$ cat src/rtl/vwd_pkg.sv
package vwd_pkg;
    typedef enum logic [1:0] {
        TGT_VRAM   = 2'b00,
        TGT_COLOR  = 2'b01,
        TGT_SCROLL = 2'b10
    } tgt_e;
endpackage

$ cat src/rtl/vwd_fifo.sv
module vwd_fifo #(
    parameter int DW    = 16,
    parameter int DEPTH = 4
) (
    input  logic          clk,
    input  logic          rst_n,
    input  logic          push,
    input  logic [DW-1:0] din,
    input  logic          pop,
    output logic [DW-1:0] head,
    output logic          empty,
    output logic          full
);
    localparam int PW = (DEPTH > 1) ? $clog2(DEPTH) : 1;
    localparam int CW = $clog2(DEPTH + 1);

    typedef struct packed {
        logic [DEPTH-1:0][DW-1:0] mem;
        logic [PW-1:0]            wp;
        logic [PW-1:0]            rp;
        logic [CW-1:0]            cnt;
    } st_t;

    st_t st_d, st_q;

    always_comb begin
        st_d = st_q;
        if (push) begin
            st_d.mem[st_q.wp] = din;
            st_d.wp = (st_q.wp == PW'(DEPTH - 1)) ? '0 : st_q.wp + 1'b1;
        end
        if (pop) begin
            st_d.rp = (st_q.rp == PW'(DEPTH - 1)) ? '0 : st_q.rp + 1'b1;
        end
        case ({push, pop})
            2'b10:   st_d.cnt = st_q.cnt + 1'b1;
            2'b01:   st_d.cnt = st_q.cnt - 1'b1;
            default: st_d.cnt = st_q.cnt;
        endcase
    end

    always_ff @(posedge clk) begin
        if (!rst_n) st_q <= '0;
        else        st_q <= st_d;
    end

    assign head  = st_q.mem[st_q.rp];
    assign empty = (st_q.cnt == '0);
    assign full  = (st_q.cnt == CW'(DEPTH));

    p_no_overflow_r3: assert property (@(posedge clk) disable iff (!rst_n)
        full |-> !push);
    p_no_underflow_r11: assert property (@(posedge clk) disable iff (!rst_n)
        empty |-> !pop);
    p_count_up_r2: assert property (@(posedge clk) disable iff (!rst_n)
        (push && !pop) |=> (st_q.cnt == $past(st_q.cnt) + 1'b1));
    p_count_down_r9: assert property (@(posedge clk) disable iff (!rst_n)
        (pop && !push) |=> (st_q.cnt == $past(st_q.cnt) - 1'b1));
endmodule

$ cat src/rtl/vwd_drain.sv
module vwd_drain
    import vwd_pkg::*;
#(
    parameter int AW     = 17,
    parameter int DW     = 16,
    parameter int STEP_W = 8
) (
    input  logic              clk,
    input  logic              rst_n,
    input  logic              cfg_load,
    input  tgt_e              cfg_tgt,
    input  logic              cfg_wide,
    input  logic [AW-1:0]     cfg_addr,
    input  logic [STEP_W-1:0] cfg_step,
    input  logic              slot_en,
    input  logic              refresh,
    input  logic              fifo_empty,
    input  logic [DW-1:0]     fifo_head,
    output logic              fifo_pop,
    output logic              mem_we,
    output logic [1:0]        mem_tgt,
    output logic [AW-1:0]     mem_addr,
    output logic [DW-1:0]     mem_data,
    output logic              mem_byte
);
    localparam int HW = DW / 2;

    typedef struct packed {
        tgt_e              tgt;
        logic              wide;
        logic [AW-1:0]     addr;
        logic [STEP_W-1:0] step;
        logic              phase;
        logic              we;
        tgt_e              otgt;
        logic [AW-1:0]     oaddr;
        logic [DW-1:0]     odata;
        logic              obyte;
    } st_t;

    st_t  st_d, st_q;
    logic byte_mode, slot_ok, last_slot;

    always_comb begin
        st_d      = st_q;
        byte_mode = (st_q.tgt == TGT_VRAM) && !st_q.wide;
        slot_ok   = slot_en && !refresh && !fifo_empty;
        last_slot = !byte_mode || st_q.phase;
        fifo_pop  = slot_ok && last_slot;

        st_d.we = slot_ok;
        if (slot_ok) begin
            st_d.otgt  = st_q.tgt;
            st_d.obyte = byte_mode;
            if (byte_mode) begin
                st_d.oaddr = {st_q.addr[AW-1:1], st_q.phase};
                st_d.odata = {{HW{1'b0}},
                              st_q.phase ? fifo_head[HW-1:0] : fifo_head[DW-1:HW]};
            end else begin
                st_d.oaddr = st_q.addr;
                st_d.odata = fifo_head;
            end
            if (last_slot) begin
                st_d.phase = 1'b0;
                st_d.addr  = st_q.addr + AW'(st_q.step);
            end else begin
                st_d.phase = 1'b1;
            end
        end

        if (cfg_load) begin
            st_d.tgt   = cfg_tgt;
            st_d.wide  = cfg_wide;
            st_d.addr  = cfg_addr;
            st_d.step  = cfg_step;
            st_d.phase = 1'b0;
        end
    end

    always_ff @(posedge clk) begin
        if (!rst_n) st_q <= '0;
        else        st_q <= st_d;
    end

    assign mem_we   = st_q.we;
    assign mem_tgt  = st_q.otgt;
    assign mem_addr = st_q.oaddr;
    assign mem_data = st_q.odata;
    assign mem_byte = st_q.obyte;

    p_refresh_drops_slot_r8: assert property (@(posedge clk) disable iff (!rst_n)
        refresh |=> !mem_we);
    p_even_byte_first_r4: assert property (@(posedge clk) disable iff (!rst_n)
        (mem_we && mem_byte && !mem_addr[0]) |-> st_q.phase);
    p_word_whole_r5: assert property (@(posedge clk) disable iff (!rst_n)
        (mem_we && !mem_byte) |-> !st_q.phase);
    p_idle_no_write_r11: assert property (@(posedge clk) disable iff (!rst_n)
        fifo_empty |=> !mem_we);
    p_byte_only_vram_r6: assert property (@(posedge clk) disable iff (!rst_n)
        (mem_we && mem_byte) |-> (mem_tgt == TGT_VRAM));
endmodule

$ cat src/rtl/vwd_src_gate.sv
module vwd_src_gate (
    input  logic clk,
    input  logic rst_n,
    input  logic refresh,
    input  logic fifo_full,
    input  logic src_valid,
    output logic src_ready,
    output logic push
);
    typedef struct packed {
        logic rf_hold;
    } st_t;

    st_t st_d, st_q;

    always_comb begin
        st_d.rf_hold = refresh;
        src_ready    = !fifo_full && !refresh && !st_q.rf_hold;
        push         = src_valid && src_ready;
    end

    always_ff @(posedge clk) begin
        if (!rst_n) st_q <= '0;
        else        st_q <= st_d;
    end

    p_refresh_second_read_r8: assert property (@(posedge clk) disable iff (!rst_n)
        refresh |=> !src_ready);
endmodule

$ cat src/rtl/vid_wr_engine.sv
module vid_wr_engine
    import vwd_pkg::*;
#(
    parameter int AW     = 17,
    parameter int DW     = 16,
    parameter int STEP_W = 8,
    parameter int DEPTH  = 4
) (
    input  logic              clk,
    input  logic              rst_n,
    input  logic              cfg_load,
    input  logic [1:0]        cfg_tgt,
    input  logic              cfg_wide,
    input  logic [AW-1:0]     cfg_addr,
    input  logic [STEP_W-1:0] cfg_step,
    input  logic              src_valid,
    input  logic [DW-1:0]     src_data,
    output logic              src_ready,
    input  logic              slot_en,
    input  logic              refresh,
    output logic              mem_we,
    output logic [1:0]        mem_tgt,
    output logic [AW-1:0]     mem_addr,
    output logic [DW-1:0]     mem_data,
    output logic              mem_byte,
    output logic              fifo_full,
    output logic              fifo_empty
);
    logic          push, pop;
    logic [DW-1:0] head;

    vwd_src_gate u_gate (
        .clk       (clk),
        .rst_n     (rst_n),
        .refresh   (refresh),
        .fifo_full (fifo_full),
        .src_valid (src_valid),
        .src_ready (src_ready),
        .push      (push)
    );

    vwd_fifo #(.DW(DW), .DEPTH(DEPTH)) u_fifo (
        .clk   (clk),
        .rst_n (rst_n),
        .push  (push),
        .din   (src_data),
        .pop   (pop),
        .head  (head),
        .empty (fifo_empty),
        .full  (fifo_full)
    );

    vwd_drain #(.AW(AW), .DW(DW), .STEP_W(STEP_W)) u_drain (
        .clk        (clk),
        .rst_n      (rst_n),
        .cfg_load   (cfg_load),
        .cfg_tgt    (tgt_e'(cfg_tgt)),
        .cfg_wide   (cfg_wide),
        .cfg_addr   (cfg_addr),
        .cfg_step   (cfg_step),
        .slot_en    (slot_en),
        .refresh    (refresh),
        .fifo_empty (fifo_empty),
        .fifo_head  (head),
        .fifo_pop   (pop),
        .mem_we     (mem_we),
        .mem_tgt    (mem_tgt),
        .mem_addr   (mem_addr),
        .mem_data   (mem_data),
        .mem_byte   (mem_byte)
    );

    p_full_stalls_r3: assert property (@(posedge clk) disable iff (!rst_n)
        fifo_full |-> !src_ready);
    p_load_idle_r7: assert property (@(posedge clk) disable iff (!rst_n)
        cfg_load |-> fifo_empty);
    p_flags_exclusive_r1: assert property (@(posedge clk) disable iff (!rst_n)
        !(fifo_full && fifo_empty));
endmodule

$ cat config.mk
export PLATFORM = sky130hd
export DESIGN_NAME = vid_wr_engine
export DESIGN_NICKNAME = d
export VERILOG_FILES = /design/src/rtl/vwd_pkg.sv /design/src/rtl/vwd_fifo.sv /design/src/rtl/vwd_drain.sv /design/src/rtl/vwd_src_gate.sv /design/src/rtl/vid_wr_engine.sv
export SDC_FILE = /design/constraint.sdc
export NUM_CORES = 1
export LEC_CHECK = 0
export BUFFER_PORTS_ARGS = -buffer_cell sky130_fd_sc_hd__buf_2
export CORE_MARGIN = 2
export CORE_UTILIZATION = 62
export DETAILED_ROUTE_END_ITERATION = 8
export PLACE_DENSITY_LB_ADDON = 0.08
export SYNTH_ARGS = -nofsm -noshare
export SYNTH_HDL_FRONTEND = slang
export SYNTH_SLANG_ARGS = --single-unit
$ cat constraint.sdc
create_clock -name clk -period 4.8 [get_ports clk]
set_input_delay 0.24 -clock clk [delete_from_list [all_inputs] [get_ports clk]]
set_output_delay 0.24 -clock clk [all_outputs]
set_load 0.005 [all_outputs]
==> results.py <==
metrics = {
    "floorplan": {
        "die_h_um": 108,
        "io_pins": 90,
        "die_area_um2": 11600,
        "initial_core_util_pct": 64.3,
        "core_region_area_um2": 10400,
        "num_rows": 37,
        "die_x_um": 108,
    },
    "sta": {
        "timing.fmax_mhz": 355,
        "finClkSkew_ns": 0.00603,
        "worstMarginPinSlew_ns": 1.18,
        "fin_setup_tns_ns": 0,
        "relSlewSlack_pct": 21.2,
        "finalCriticalPeriod_ns": 2.82,
        "grt_setup_unrepaired": "false",
        "finalHoldViolations": 0,
        "fin_crit_sh_pct": 58.7,
        "maxSlewViolCount": 0,
        "setup_viol": 0,
    },
    "flow_run": {
        "drv_cap": 0,
    },
    "logic_synthesis": {
        "yosysWarningCount": 0,
        "ys_ff_latch": 138,
        "async_reset_ff_share_pct": 0,
        "synthTopCellsByArea": "dfxtp_1 41%, a21boi_0 8.3%, nand2_1 7.3%",
        "synth_largest_area_cell": "dfxtp_1",
        "syn-cell-area_um2": 6700,
        "synthTopCellsByCount": "138 x dfxtp_1, 130 x nand2_1, 74 x a21boi_0",
        "synth.most_common_cell": "dfxtp_1",
        "syn_avg_cell_area_um2": 9.12,
        "synth_seq_area_share_pct": 41.3,
        "synth_edf_count": 0,
        "synth_top_area_share_pct": 41.3,
        "postSynthCellCount": 734,
        "synth-main-ff-cell": "dfxtp_1",
        "synth.net_count": 800,
        "synthDistinctLibCells": 54,
    },
    "global_route": {
        "grt_pass1_wl_um": 25900,
        "grt_remaining_overflow": 0,
        "grt_use_total_pct": 28.8,
        "grt_pass1_vias": 5374,
        "antenna_found_initial": 0,
        "grt_max_degree": 83,
    },
    "cells_and_area": {
        "drive_gt1_share_pct": 19.0,
        "utilization_pct": 74.0,
        "nFillCells": 814,
        "antenna_cells": 0,
        "area_delta_synth_final_pct": 15.1,
        "num-nets-final": 856,
    },
    "clock_tree": {
        "insertion_delay_ns": 0.53,
        "clock_path_buffers": 2,
        "clkTransAtPathRegs_ns": 0.06,
        "htree_levels": 4,
        "cts_setup_buffers": 0,
        "cts_tree": "done",
        "clock-root-buffer": "clkbuf_8",
        "numClockSinks": 138,
        "cts_buffers": 17,
    },
    "critical_path": {
        "cp-end-kind": "flop",
        "arrival_ns": 3.28,
        "start_kind": "flop",
        "crit_required_ns": 5.26,
        "worstSetupPathType": "reg2reg",
        "path_max_fanout": 15,
    },
    "placement": {
        "place.gp.congestion": 0.867,
        "dp_hpwl_um": 10400,
        "port_buffers": 89,
    },
    "routing": {
        "vias": 5437,
        "drtIter0Drc": 340,
        "antenna_left": 0,
        "dr.pass1.iters": 5,
        "wl_per_cell_um": 17.0,
        "via_per_inst": 5.80,
        "drc": 0,
        "routed_wl_um": 15900,
    },
    "pwr": {
        "max-vdd-ir-drop_mv": 0.300,
        "power_leakage_nw": 3.08,
        "p_per_area_nw_per_um2": 343,
    },
    "worst_hold_path": {
        "hp-class": "in2reg",
    },
    "run_status": {
        "status": "finished, final reports clean",
    },
}
==> metal layers <==
layer	part of all wire, %	global-route usage (%)	vias up	wire length (µm)
li1	-	-	2649	-
met1	41	33.2	2585	6490
met2	51	50.6	176	8160
met3	5.6	6.84	27	885
met4	2.3	13.3	0	372
met5	0	0	-	0
==> layout make-up <==
cell class	count	area, µm²	share of cell area [%]
timing repair buffer	125	796	10.3
sequential	138	2760	35.8
inverter	10	37.5	0.487
tap	136	170	2.21
clock inverter	9	73.8	0.958
multi-input combinational	498	3410	44.2
clock buffer	21	459	5.96
==> state kept, by name, indices dropped and copies added, names as in the netlist <==
register	cells
u_drain.mem_data	16
u_drain.mem_tgt	2
u_drain.mem_byte	1
u_gate.st_q	1
u_drain.mem_addr	17
u_drain.st_q	29
u_fifo.st_q	71
u_drain.mem_we	1
==> power by group <==
group,internal [mW],switching (mW),total [mW]
sequential,1.18,0.0296,1.21
clock,0.715,0.465,1.18
combinational,0.117,0.140,0.257
==> cell usage in the layout (no fill, tap or decap), types with 2 or more instances in the layout <==
| cell | netlist | final |
|---|---|---|
| a211o_1 | 2 | 2 |
| a211oi_1 | 3 | 3 |
| a21boi_0 | 74 | 74 |
| a21boi_1 | 14 | 14 |
| a21o_1 | 4 | 4 |
| a21oi_1 | 10 | 10 |
| a22oi_1 | 9 | 9 |
| a31o_2 | 2 | 2 |
| a31oi_1 | 3 | 3 |
| and2_1 | 8 | 8 |
| and3_1 | 2 | 2 |
| and4_1 | 2 | 2 |
| buf_2 | 11 | 89 |
| buf_4 | 35 | 4 |
| clkbuf_16 | 0 | 16 |
| clkbuf_8 | 0 | 4 |
| clkinv_2 | 0 | 7 |
| dfxtp_1 | 138 | 138 |
| dlygate4sd3_1 | 0 | 32 |
| fa_1 | 2 | 2 |
| ha_1 | 14 | 14 |
| inv_1 | 9 | 9 |
| mux2i_1 | 24 | 24 |
| mux4_2 | 16 | 16 |
| nand2_1 | 130 | 130 |
| nand3_1 | 72 | 72 |
| nand4_1 | 6 | 6 |
| nor2_1 | 5 | 4 |
| nor2b_1 | 22 | 22 |
| nor3_1 | 6 | 6 |
| nor3b_1 | 2 | 2 |
| nor4_4 | 2 | 2 |
| o211a_1 | 10 | 10 |
| o211ai_1 | 3 | 3 |
| o21a_1 | 4 | 4 |
| o21ai_0 | 20 | 20 |
| or2_2 | 2 | 2 |
| or3_1 | 4 | 4 |
| xnor2_1 | 3 | 3 |
| xor2_1 | 4 | 4 |
==> path summary, 6_finish.rpt <==
path | slack, ns | from | end | cells past startpoint
setup / recovery | 1.98 | u_drain.st_q[65] | u_fifo.st_q[2] | 9
hold reg to reg | 0.45 | u_fifo.st_q[48] | u_fifo.st_q[48] | 2
hold / removal | 0.02 | src_data[0] | u_fifo.st_q[55] | 3
setup reg to reg | 1.98 | u_drain.st_q[65] | u_fifo.st_q[2] | 9
==> kinds of logic after synthesis <==
logic type               synth area share (%)
adder cells (fa/ha/maj)                  3.21
AND/OR/NAND/NOR                          19.7
buffers and inverters                    7.88
multiplexers                             8.97
AO/OA/AOI/OAI                            18.0
XOR/XNOR                                0.916
flip-flops                               41.3
==> timing repair <==
| action | CTS | global route |
|---|---|---|
| endpoints found under the hold margin | 51 | 1 |
| hold buffers | 31 | 1 |
| gates resized for setup | 0 | 0 |
| setup endpoints to repair | 0 | 0 |
==> metrics by stage <==
step / hold WS [ns] / cells / total power, mW / setup WS, ns / cell area (µm²)
after floorplan: 0.362 / 734 / 1.40 / 2.32 / 6700
after global placement: 0.439 / 875 / 1.46 / 2.13 / 6850
after detailed placement: 0.444 / 875 / 1.47 / 1.98 / 6850
final: 0.0154 / 937 / 2.65 / 1.98 / 7710
after CTS: 0.00154 / 936 / 2.66 / 1.95 / 7700
after global routing: 0.00558 / 937 / 2.75 / 1.70 / 7710
==> critical path, stage by stage, from the launching register on <==
cell and delay (ns):
dfxtp_1 0.35, nor4_4 0.84, or3_4 0.34, inv_2 0.15, ha_1 0.24, inv_1 0.08
fa_1 0.18, xor2_1 0.07, or3_1 0.32, a21boi_0 0.16
Power figures use the tool's default switching activity.
